## src/rtl/twa_pkg.sv

```systemverilog
// Shared widths, field masks and register index order for the walk assist file.
// Assumes a 32-bit register bus and 4 KiB base pages.
package twa_pkg;
    localparam int DATA_W   = 32;
    localparam int PAGE_LSB = 12;
    localparam int PAGE_W   = DATA_W - PAGE_LSB;   // page number width
    localparam int IDX_W    = PAGE_LSB - 2;        // word index width

    // bit-enable masks for stored fields
    localparam logic [DATA_W-1:0] PAGE_WMASK  = {{PAGE_W{1'b1}}, 12'h20F};
    localparam logic [DATA_W-1:0] BASE_WMASK  = {{PAGE_W{1'b1}}, 12'h000};
    localparam logic [DATA_W-1:0] CTRL_WMASK  = {{PAGE_W{1'b1}}, 12'h1FF};

    // register slot order inside the file
    localparam int NREG     = 5;
    localparam int SLOT_IPG = 0;
    localparam int SLOT_DPG = 1;
    localparam int SLOT_L1B = 2;
    localparam int SLOT_CTL = 3;
    localparam int SLOT_SCR = 4;

    typedef logic [NREG-1:0] slot_sel_t;
endpackage

```

## src/rtl/twa_decode.sv

```systemverilog
// Register number decoder: turns a bus register number into a one-hot slot select.
// Assumes all numbers in NUM_VEC are distinct, so at most one slot matches.
module twa_decode
    import twa_pkg::*;
#(
    parameter int REGNUM_W = 10,
    parameter logic [NREG*REGNUM_W-1:0] NUM_VEC = '0
) (
    input  logic [REGNUM_W-1:0] reg_num,
    output slot_sel_t           sel,
    output logic                hit
);
    // one comparator per implemented slot
    for (genvar g = 0; g < NREG; g++) begin : g_cmp
        assign sel[g] = (reg_num == NUM_VEC[g*REGNUM_W +: REGNUM_W]);
    end

    // any slot matched
    assign hit = |sel;
endmodule

```

## src/rtl/twa_store.sv

```systemverilog
// Storage for the five registers: masked software writes and miss capture.
// Assumes sel is one-hot or zero; miss capture wins over a write to the same page register.
module twa_store
    import twa_pkg::*;
(
    input  logic              clk,
    input  logic              rst_n,
    input  logic              we,
    input  slot_sel_t         sel,
    input  logic [DATA_W-1:0] wdata,
    input  logic              imiss_valid,
    input  logic [PAGE_W-1:0] imiss_page,
    input  logic              dmiss_valid,
    input  logic [PAGE_W-1:0] dmiss_page,
    output logic [NREG-1:0][DATA_W-1:0] q
);
    localparam logic [NREG-1:0][DATA_W-1:0] WMASK =
        {{DATA_W{1'b1}}, CTRL_WMASK, BASE_WMASK, PAGE_WMASK, PAGE_WMASK};

    logic [NREG-1:0] miss_hit;
    logic [NREG-1:0][PAGE_W-1:0] miss_pg;

    // map the two miss ports onto their page slots
    always_comb begin
        miss_hit = '0;
        miss_pg  = '0;
        miss_hit[SLOT_IPG] = imiss_valid;
        miss_pg[SLOT_IPG]  = imiss_page;
        miss_hit[SLOT_DPG] = dmiss_valid;
        miss_pg[SLOT_DPG]  = dmiss_page;
    end

    for (genvar g = 0; g < NREG; g++) begin : g_reg
        // per-slot register: reset, miss capture, then masked write
        always_ff @(posedge clk) begin
            if (!rst_n)
                q[g] <= '0;
            else if (miss_hit[g])
                q[g] <= {miss_pg[g], q[g][PAGE_LSB-1:0]};
            else if (we && sel[g])
                q[g] <= wdata & WMASK[g];
        end
    end
endmodule

```

## src/rtl/twa_addr_calc.sv

```systemverilog
// Walk address arithmetic: merges stored bases with index fields of the data-side page.
// Assumes two-level tables with word-sized descriptors and a 10/10 page number split.
module twa_addr_calc
    import twa_pkg::*;
(
    input  logic              mode_4k,
    input  logic [DATA_W-1:0] l1_base_q,
    input  logic [DATA_W-1:0] ctrl_q,
    input  logic [PAGE_W-1:0] dpage,
    output logic [DATA_W-1:0] l1_addr,
    output logic [DATA_W-1:0] ctrl_rd
);
    logic [IDX_W-1:0] l1_idx;
    logic [IDX_W-1:0] l2_idx;

    // upper and lower index fields of the held page
    assign l1_idx = dpage[PAGE_W-1 -: IDX_W];
    assign l2_idx = dpage[IDX_W-1:0];

    // first-level descriptor address
    assign l1_addr = {l1_base_q[DATA_W-1:PAGE_LSB], l1_idx, 2'b00};

    // entry address in small-page assist mode, raw contents otherwise
    always_comb begin
        if (mode_4k)
            ctrl_rd = {ctrl_q[DATA_W-1:PAGE_LSB], l2_idx, 2'b00};
        else
            ctrl_rd = ctrl_q;
    end
endmodule

```

## src/rtl/twa_rdmux.sv

```systemverilog
// Read-out path: AND-OR selects one slot view and registers it on a read strobe.
// Assumes sel is one-hot or zero; a zero select yields zero data.
module twa_rdmux
    import twa_pkg::*;
(
    input  logic              clk,
    input  logic              rst_n,
    input  logic              re,
    input  slot_sel_t         sel,
    input  logic [NREG-1:0][DATA_W-1:0] view,
    output logic [DATA_W-1:0] rdata
);
    logic [NREG-1:0][DATA_W-1:0] gated;
    logic [DATA_W-1:0]           merged;

    for (genvar g = 0; g < NREG; g++) begin : g_gate
        assign gated[g] = view[g] & {DATA_W{sel[g]}};
    end

    // OR-reduce the gated views
    always_comb begin
        merged = '0;
        for (int i = 0; i < NREG; i++) merged = merged | gated[i];
    end

    // capture on read strobe, hold otherwise
    always_ff @(posedge clk) begin
        if (!rst_n)
            rdata <= '0;
        else if (re)
            rdata <= merged;
    end
endmodule

```

## src/rtl/twa_regfile.sv

```systemverilog
// Top of the walk assist register file: decode, storage, address arithmetic, read-out.
// Assumes the register numbers given as parameters are distinct and fit REGNUM_W bits.
module twa_regfile
    import twa_pkg::*;
#(
    parameter int REGNUM_W = 10,
    parameter int NUM_IPG  = 787,
    parameter int NUM_DPG  = 795,
    parameter int NUM_L1B  = 796,
    parameter int NUM_CTL  = 797,
    parameter int NUM_SCR  = 799
) (
    input  logic                clk,
    input  logic                rst_n,
    input  logic                reg_we,
    input  logic                reg_re,
    input  logic [REGNUM_W-1:0] reg_num,
    input  logic [31:0]         reg_wdata,
    output logic [31:0]         reg_rdata,
    input  logic                walk_4k_mode,
    input  logic                imiss_valid,
    input  logic [19:0]         imiss_page,
    input  logic                dmiss_valid,
    input  logic [19:0]         dmiss_page
);
    localparam logic [NREG*REGNUM_W-1:0] NUM_VEC = {
        REGNUM_W'(NUM_SCR), REGNUM_W'(NUM_CTL), REGNUM_W'(NUM_L1B),
        REGNUM_W'(NUM_DPG), REGNUM_W'(NUM_IPG)};

    slot_sel_t                   sel;
    logic                        hit;
    logic [NREG-1:0][DATA_W-1:0] q;
    logic [NREG-1:0][DATA_W-1:0] view;
    logic [DATA_W-1:0]           l1_addr;
    logic [DATA_W-1:0]           ctrl_rd;

    twa_decode #(.REGNUM_W(REGNUM_W), .NUM_VEC(NUM_VEC)) u_dec (
        .reg_num (reg_num),
        .sel     (sel),
        .hit     (hit)
    );

    twa_store u_store (
        .clk         (clk),
        .rst_n       (rst_n),
        .we          (reg_we & hit),
        .sel         (sel),
        .wdata       (reg_wdata),
        .imiss_valid (imiss_valid),
        .imiss_page  (imiss_page),
        .dmiss_valid (dmiss_valid),
        .dmiss_page  (dmiss_page),
        .q           (q)
    );

    twa_addr_calc u_calc (
        .mode_4k   (walk_4k_mode),
        .l1_base_q (q[SLOT_L1B]),
        .ctrl_q    (q[SLOT_CTL]),
        .dpage     (q[SLOT_DPG][DATA_W-1:PAGE_LSB]),
        .l1_addr   (l1_addr),
        .ctrl_rd   (ctrl_rd)
    );

    // read view per slot: plain contents or computed address
    always_comb begin
        view           = q;
        view[SLOT_L1B] = l1_addr;
        view[SLOT_CTL] = ctrl_rd;
    end

    twa_rdmux u_rd (
        .clk   (clk),
        .rst_n (rst_n),
        .re    (reg_re),
        .sel   (sel),
        .view  (view),
        .rdata (reg_rdata)
    );
endmodule

```

## config.mk

```make
export PLATFORM = sky130hd
export DESIGN_NAME = twa_regfile
export DESIGN_NICKNAME = d
export VERILOG_FILES = /design/src/rtl/twa_pkg.sv /design/src/rtl/twa_decode.sv /design/src/rtl/twa_store.sv /design/src/rtl/twa_addr_calc.sv /design/src/rtl/twa_rdmux.sv /design/src/rtl/twa_regfile.sv
export SDC_FILE = /design/constraint.sdc
export NUM_CORES = 1
export LEC_CHECK = 0
export BUFFER_PORTS_ARGS = -buffer_cell sky130_fd_sc_hd__clkbuf_2
export CAP_MARGIN = 20
export CORE_MARGIN = 3
export CORE_UTILIZATION = 53
export CTS_CLUSTER_SIZE = 28
export DETAILED_ROUTE_END_ITERATION = 7
export MAX_ROUTING_LAYER = met4
export PLACE_DENSITY_LB_ADDON = 0.15
export SLEW_MARGIN = 20
export SYNTH_ARGS = -nofsm -noshare
export SYNTH_HDL_FRONTEND = slang
export SYNTH_HIERARCHICAL = 1
export SYNTH_SLANG_ARGS = --single-unit
```

## constraint.sdc

```tcl
create_clock -name clk -period 3.1 [get_ports clk]
set_input_delay 0.93 -clock clk [delete_from_list [all_inputs] [get_ports clk]]
set_output_delay 0.93 -clock clk [all_outputs]
set_load 0.005 [all_outputs]
```

# After elaboration in Yosys (flattened, before gate mapping)

Index checks and enable logic that the tools add are counted.

Register bits after elaboration: 163
Input bits: 89
Output and inout bits: 32
Logic and storage cells: 40

Equality and inequality tests: 5
Mux-type cells: 5
Bitwise gates (word level): 12
Reductions and logical operators: 10

Operators with widths:

| kind                                   | count |
|---|---|
| AND 32 bit                             | 5 |
| two-way mux 32 bit                     | 4 |
| bitwise OR 32 bit                      | 4 |
| == test 10 bit (second input constant) | 5 |
| two-way mux 12 bit                     | 1 |
| logical AND 1 bit                      | 5 |
| OR reduction 5 bit                     | 1 |
| AND reduction 2 bit                    | 2 |
| nonzero test 2 bit                     | 2 |
| inverter 1 bit                         | 2 |
| AND 1 bit                              | 1 |

# Longest topological paths before layout

Depth in word-level cells: 6
Gate-level depth with buffers: 10
Depth with buffers taken out: 5

# By module

Netlist, hierarchy kept.

By module, submodules not included:

| module        | times used | cells an instance | area each (µm²) | seq. area each (µm²) |
|---|---|---|---|---|
| twa_store     | 1          | 674               | 6546.3          | 2622.5 |
| twa_rdmux     | 1          | 185               | 1716.6          | 640.6 |
| twa_addr_calc | 1          | 66                | 565.5           | 0.0 |
| twa_decode    | 1          | 15                | 135.1           | 0.0 |
| twa_regfile   | 1          | 1                 | 6.3             | 0.0 |

# Worst setup path before layout

No wires, ideal clock.

Kind: input port to flip-flop
Start point: input reg_num[5]
End point: register u_store/q[52] (netlist bit)
Setup time: 0.136 ns
Arrival time: 2.900 ns
Required time: 2.964 ns
Slack: 0.064 ns
Cell stages on the path: 6
Buffers on the path: 2
Cells stage by stage: or4b_4 buf_6 nor4_2 clkbuf_1 nor4bb_1 a2111oi_2

Cells in the longest elaborated chain, start to end: 5
Elaborated cells on any way between the ends: 9
Classes of those cells: eq/ne (5); bitwise (1); reduce/logical (3)

Ends and longest elaborated chain:

| element                               | RTL line          | RTL |
|---|---|---|
| start, declared                       | twa_regfile.sv:17 | `input logic [REGNUM_W-1:0] reg_num,` |
| == test 10 bit *                      | twa_decode.sv:15  | `assign sel[g] = (reg_num == NUM_VEC[g*REGNUM_W +: REGNUM_W]);` |
| named net sel[1]                      | twa_regfile.sv:30 | `slot_sel_t sel;` |
| OR reduction 5 bit                    | twa_decode.sv:19  | `assign hit = \|sel;` |
| AND 1 bit                             | twa_regfile.sv:46 | `.we (reg_we & hit),` |
| logical AND 1 bit *                   | twa_store.sv:40   | `else if (we && sel[g])` |
| nonzero test 2 bit (no source line) * | -                 |  |
| end signal, assigned by index         | twa_store.sv:39   | `q[g] <= {miss_pg[g], q[g][PAGE_LSB-1:0]};` |
| end signal, assigned by index         | twa_store.sv:41   | `q[g] <= wdata & WMASK[g];` |
| end, declared                         | twa_store.sv:15   | `output logic [NREG-1:0][DATA_W-1:0] q` |

Mark *: on every way through the listed nets, which the timed path passes. The rest lies on a longest branch.
A chain may end at the register's enable or synchronous reset.

# Worst setup path in the final report

Start point: input reg_num[5]
End point: register u_store/q[35] (netlist bit)

Cells in the longest elaborated chain, start to end: 5
Elaborated cells on any way between the ends: 9
Classes of those cells: eq/ne (5); bitwise (1); reduce/logical (3)

Ends and longest elaborated chain:

| element                                | RTL line |
|---|---|
| == test 10 bit *                       | twa_decode.sv:15 |
| named net sel[1]                       | twa_regfile.sv:30 |
| OR reduction 5 bit                     | twa_decode.sv:19 |
| AND 1 bit                              | twa_regfile.sv:46 |
| logical AND 1 bit *                    | twa_store.sv:40 |
| AND reduction 2 bit (no source line) * | - |

Marks and branches as above.

==> impl_metrics.env <==
export IMPL_fin_crit_ns=2.67
export IMPL_crit_fanout=61
export IMPL_critPathBufInv=3
export IMPL_met2_usage=0.339
export IMPL_place_inst=1136
export IMPL_maxSlewHeadroom=0.556
export IMPL_vias_per_cell=6.15
export IMPL_firstDrtPassIters=6
export IMPL_ir_drop_mv=0.389
export IMPL_grt_ovfl_total=0
export IMPL_clk_path_buf_depth=2
export IMPL_top_usage_layer="met1"
export IMPL_cpMaxStageDelayCell="or4b_4"
export IMPL_cts_buffers=17
export IMPL_path_delay_family="simple AND/OR/NAND/NOR gates"
export IMPL_setup_viol_count_final=0
export IMPL_nets=1028
export IMPL_drtIter0Drc=763
export IMPL_hold_class="register to register"
export IMPL_dp_hpwl_um=14500
export IMPL_skew_ns=0.00644
export IMPL_gp_congestion=0.780
export IMPL_startpoint_type="input port"
export IMPL_core_area_um2=16100
export IMPL_fp_dieW_um=135
export IMPL_antenna_diode_count=0
export IMPL_clk_pin_slew_ns=0.06
export IMPL_fin_cells=1168
export IMPL_avgRoutedWirePerCell_um=19.3
export IMPL_root_buffer="clkbuf_16"
export IMPL_grt_first_pass_wirelength_um=35200
export IMPL_cts_tree="yes"
export IMPL_die_area_um2=18300
export IMPL_port_buffers=120
export IMPL_met3_usage=0.0427
export IMPL_status="finished clean"
export IMPL_tns_ns=0
export IMPL_synthCells=929
export IMPL_syn_avg_cell_area_um2=9.56
export IMPL_antenna_found_initial=0
export IMPL_htreeDepth=4
export IMPL_netlist_area_um2=8880
export IMPL_cts_sinks=163
export IMPL_cts_setup_buffers=0
export IMPL_clk_latency_ns=0.43
export IMPL_place_ws_ns=0.0414
export IMPL_worst_slew_pin_slew_ns=0.666
export IMPL_drc=0
export IMPL_postCtsResizedCells=0
export IMPL_synthToLayoutAreaGrowth_pct=9.45
export IMPL_setup_worst_path_end_class="register"
export IMPL_crit_chain="clkbuf_2 > or4b_4 > buf_4 > nor4_4 > buf_12 > and3b_1 > mux2i_1"
export IMPL_worstPathArrival_ns=3.02
export IMPL_grt_use_total=0.249
export IMPL_layout_commonest_cell="dfxtp_1"
export IMPL_hold_viol_final=0
export IMPL_powerDensity_nw_per_um2=483
export IMPL_grt_pass1_vias=6311
export IMPL_met1_usage=0.383
export IMPL_period_share=0.863
export IMPL_vias=7179
export IMPL_antenna_left=0
export IMPL_drt_wl_total_um=22500
export IMPL_start_util=0.551
export IMPL_cap_violations=0
export IMPL_rsz0062_at_grt="false"
export IMPL_std_cell_rows=46
export IMPL_fill_cells=1450
export IMPL_cts_hold_buf=0
export IMPL_ios=121
export IMPL_die_y_um=135
export IMPL_drv_slew=0
export IMPL_critPathKind="input port to register"
export IMPL_leakage_nw=3.56
export IMPL_synth_warnings=6
export IMPL_required_ns=3.45
export IMPL_fmax_mhz=374
export IMPL_drive_gt1_frac=0.335
export IMPL_fin_ws_ns=0.425
export IMPL_grt_max_degree=76
export IMPL_cpPeakStageDelay_ns=0.56
export IMPL_final_cell_mix="dfxtp_1 (163), clkbuf_2 (120), nand3_1 (81), a21oi_1 (81), a21bo_2 (77)"
==> final cells by class <==
| class | count | area [um^2] | share of cell area |
|---|---|---|---|
| timing repair buffer | 152 | 1020 | 0.105 |
| clock inverter | 10 | 131 | 0.0135 |
| sequential | 163 | 3260 | 0.336 |
| multi-input combinational | 563 | 4420 | 0.455 |
| inverter | 42 | 160 | 0.0165 |
| clock buffer | 22 | 454 | 0.0467 |
| tap | 216 | 270 | 0.0278 |
==> state kept, by name (all words and copies together), names as in the netlist <==
name        cells
u_store/q     131
u_rd/rdata     32
==> per-stage QoR <==
| step | util | hold slack (ns) | total power [mW] | area [um^2] |
|---|---|---|---|---|
| global route | 0.603 | 0.475 | 4.83 | 9720 |
| global placement | 0.567 | 0.443 | 2.61 | 9130 |
| floorplan | - | 0.434 | 2.47 | 8940 |
| finish | 0.603 | 0.466 | 4.69 | 9720 |
| CTS | 0.603 | 0.459 | 4.72 | 9720 |
| detailed placement | 0.567 | 0.449 | 2.61 | 9130 |
==> worst reg2reg max path, cell delays in order, from the launching register on <==
cell and delay, ns:
dfxtp_1 0.36, a222oi_1 0.53, a31oi_1 0.15
==> power breakdown <==
group	total [mW]	switching, mW	leakage, nW	internal, mW
Combinational	0.373	0.221	1.94	0.152
Sequential	2.20	0.0466	1.33	2.15
Clock	2.12	0.837	0.288	1.28
Total	4.69	1.11	3.56	3.59
==> metal layers <==
layer	share of wire	routed length [um]
met4	0.0095	214
met2	0.44	9870
met3	0.067	1510
met5	0	0
met1	0.48	10900
==> path summary, 6_finish.rpt <==
kind,from,to,slack (ns),depth (start not counted)
max,reg_num[5],u_store/q[35],0.43,7
min,u_store/q[32],u_store/q[32],0.47,2
max reg2reg,u_store/q[57],u_rd/rdata[5],1.91,2
min reg2reg,u_store/q[32],u_store/q[32],0.47,2
(Power assumes the default switching activity.)
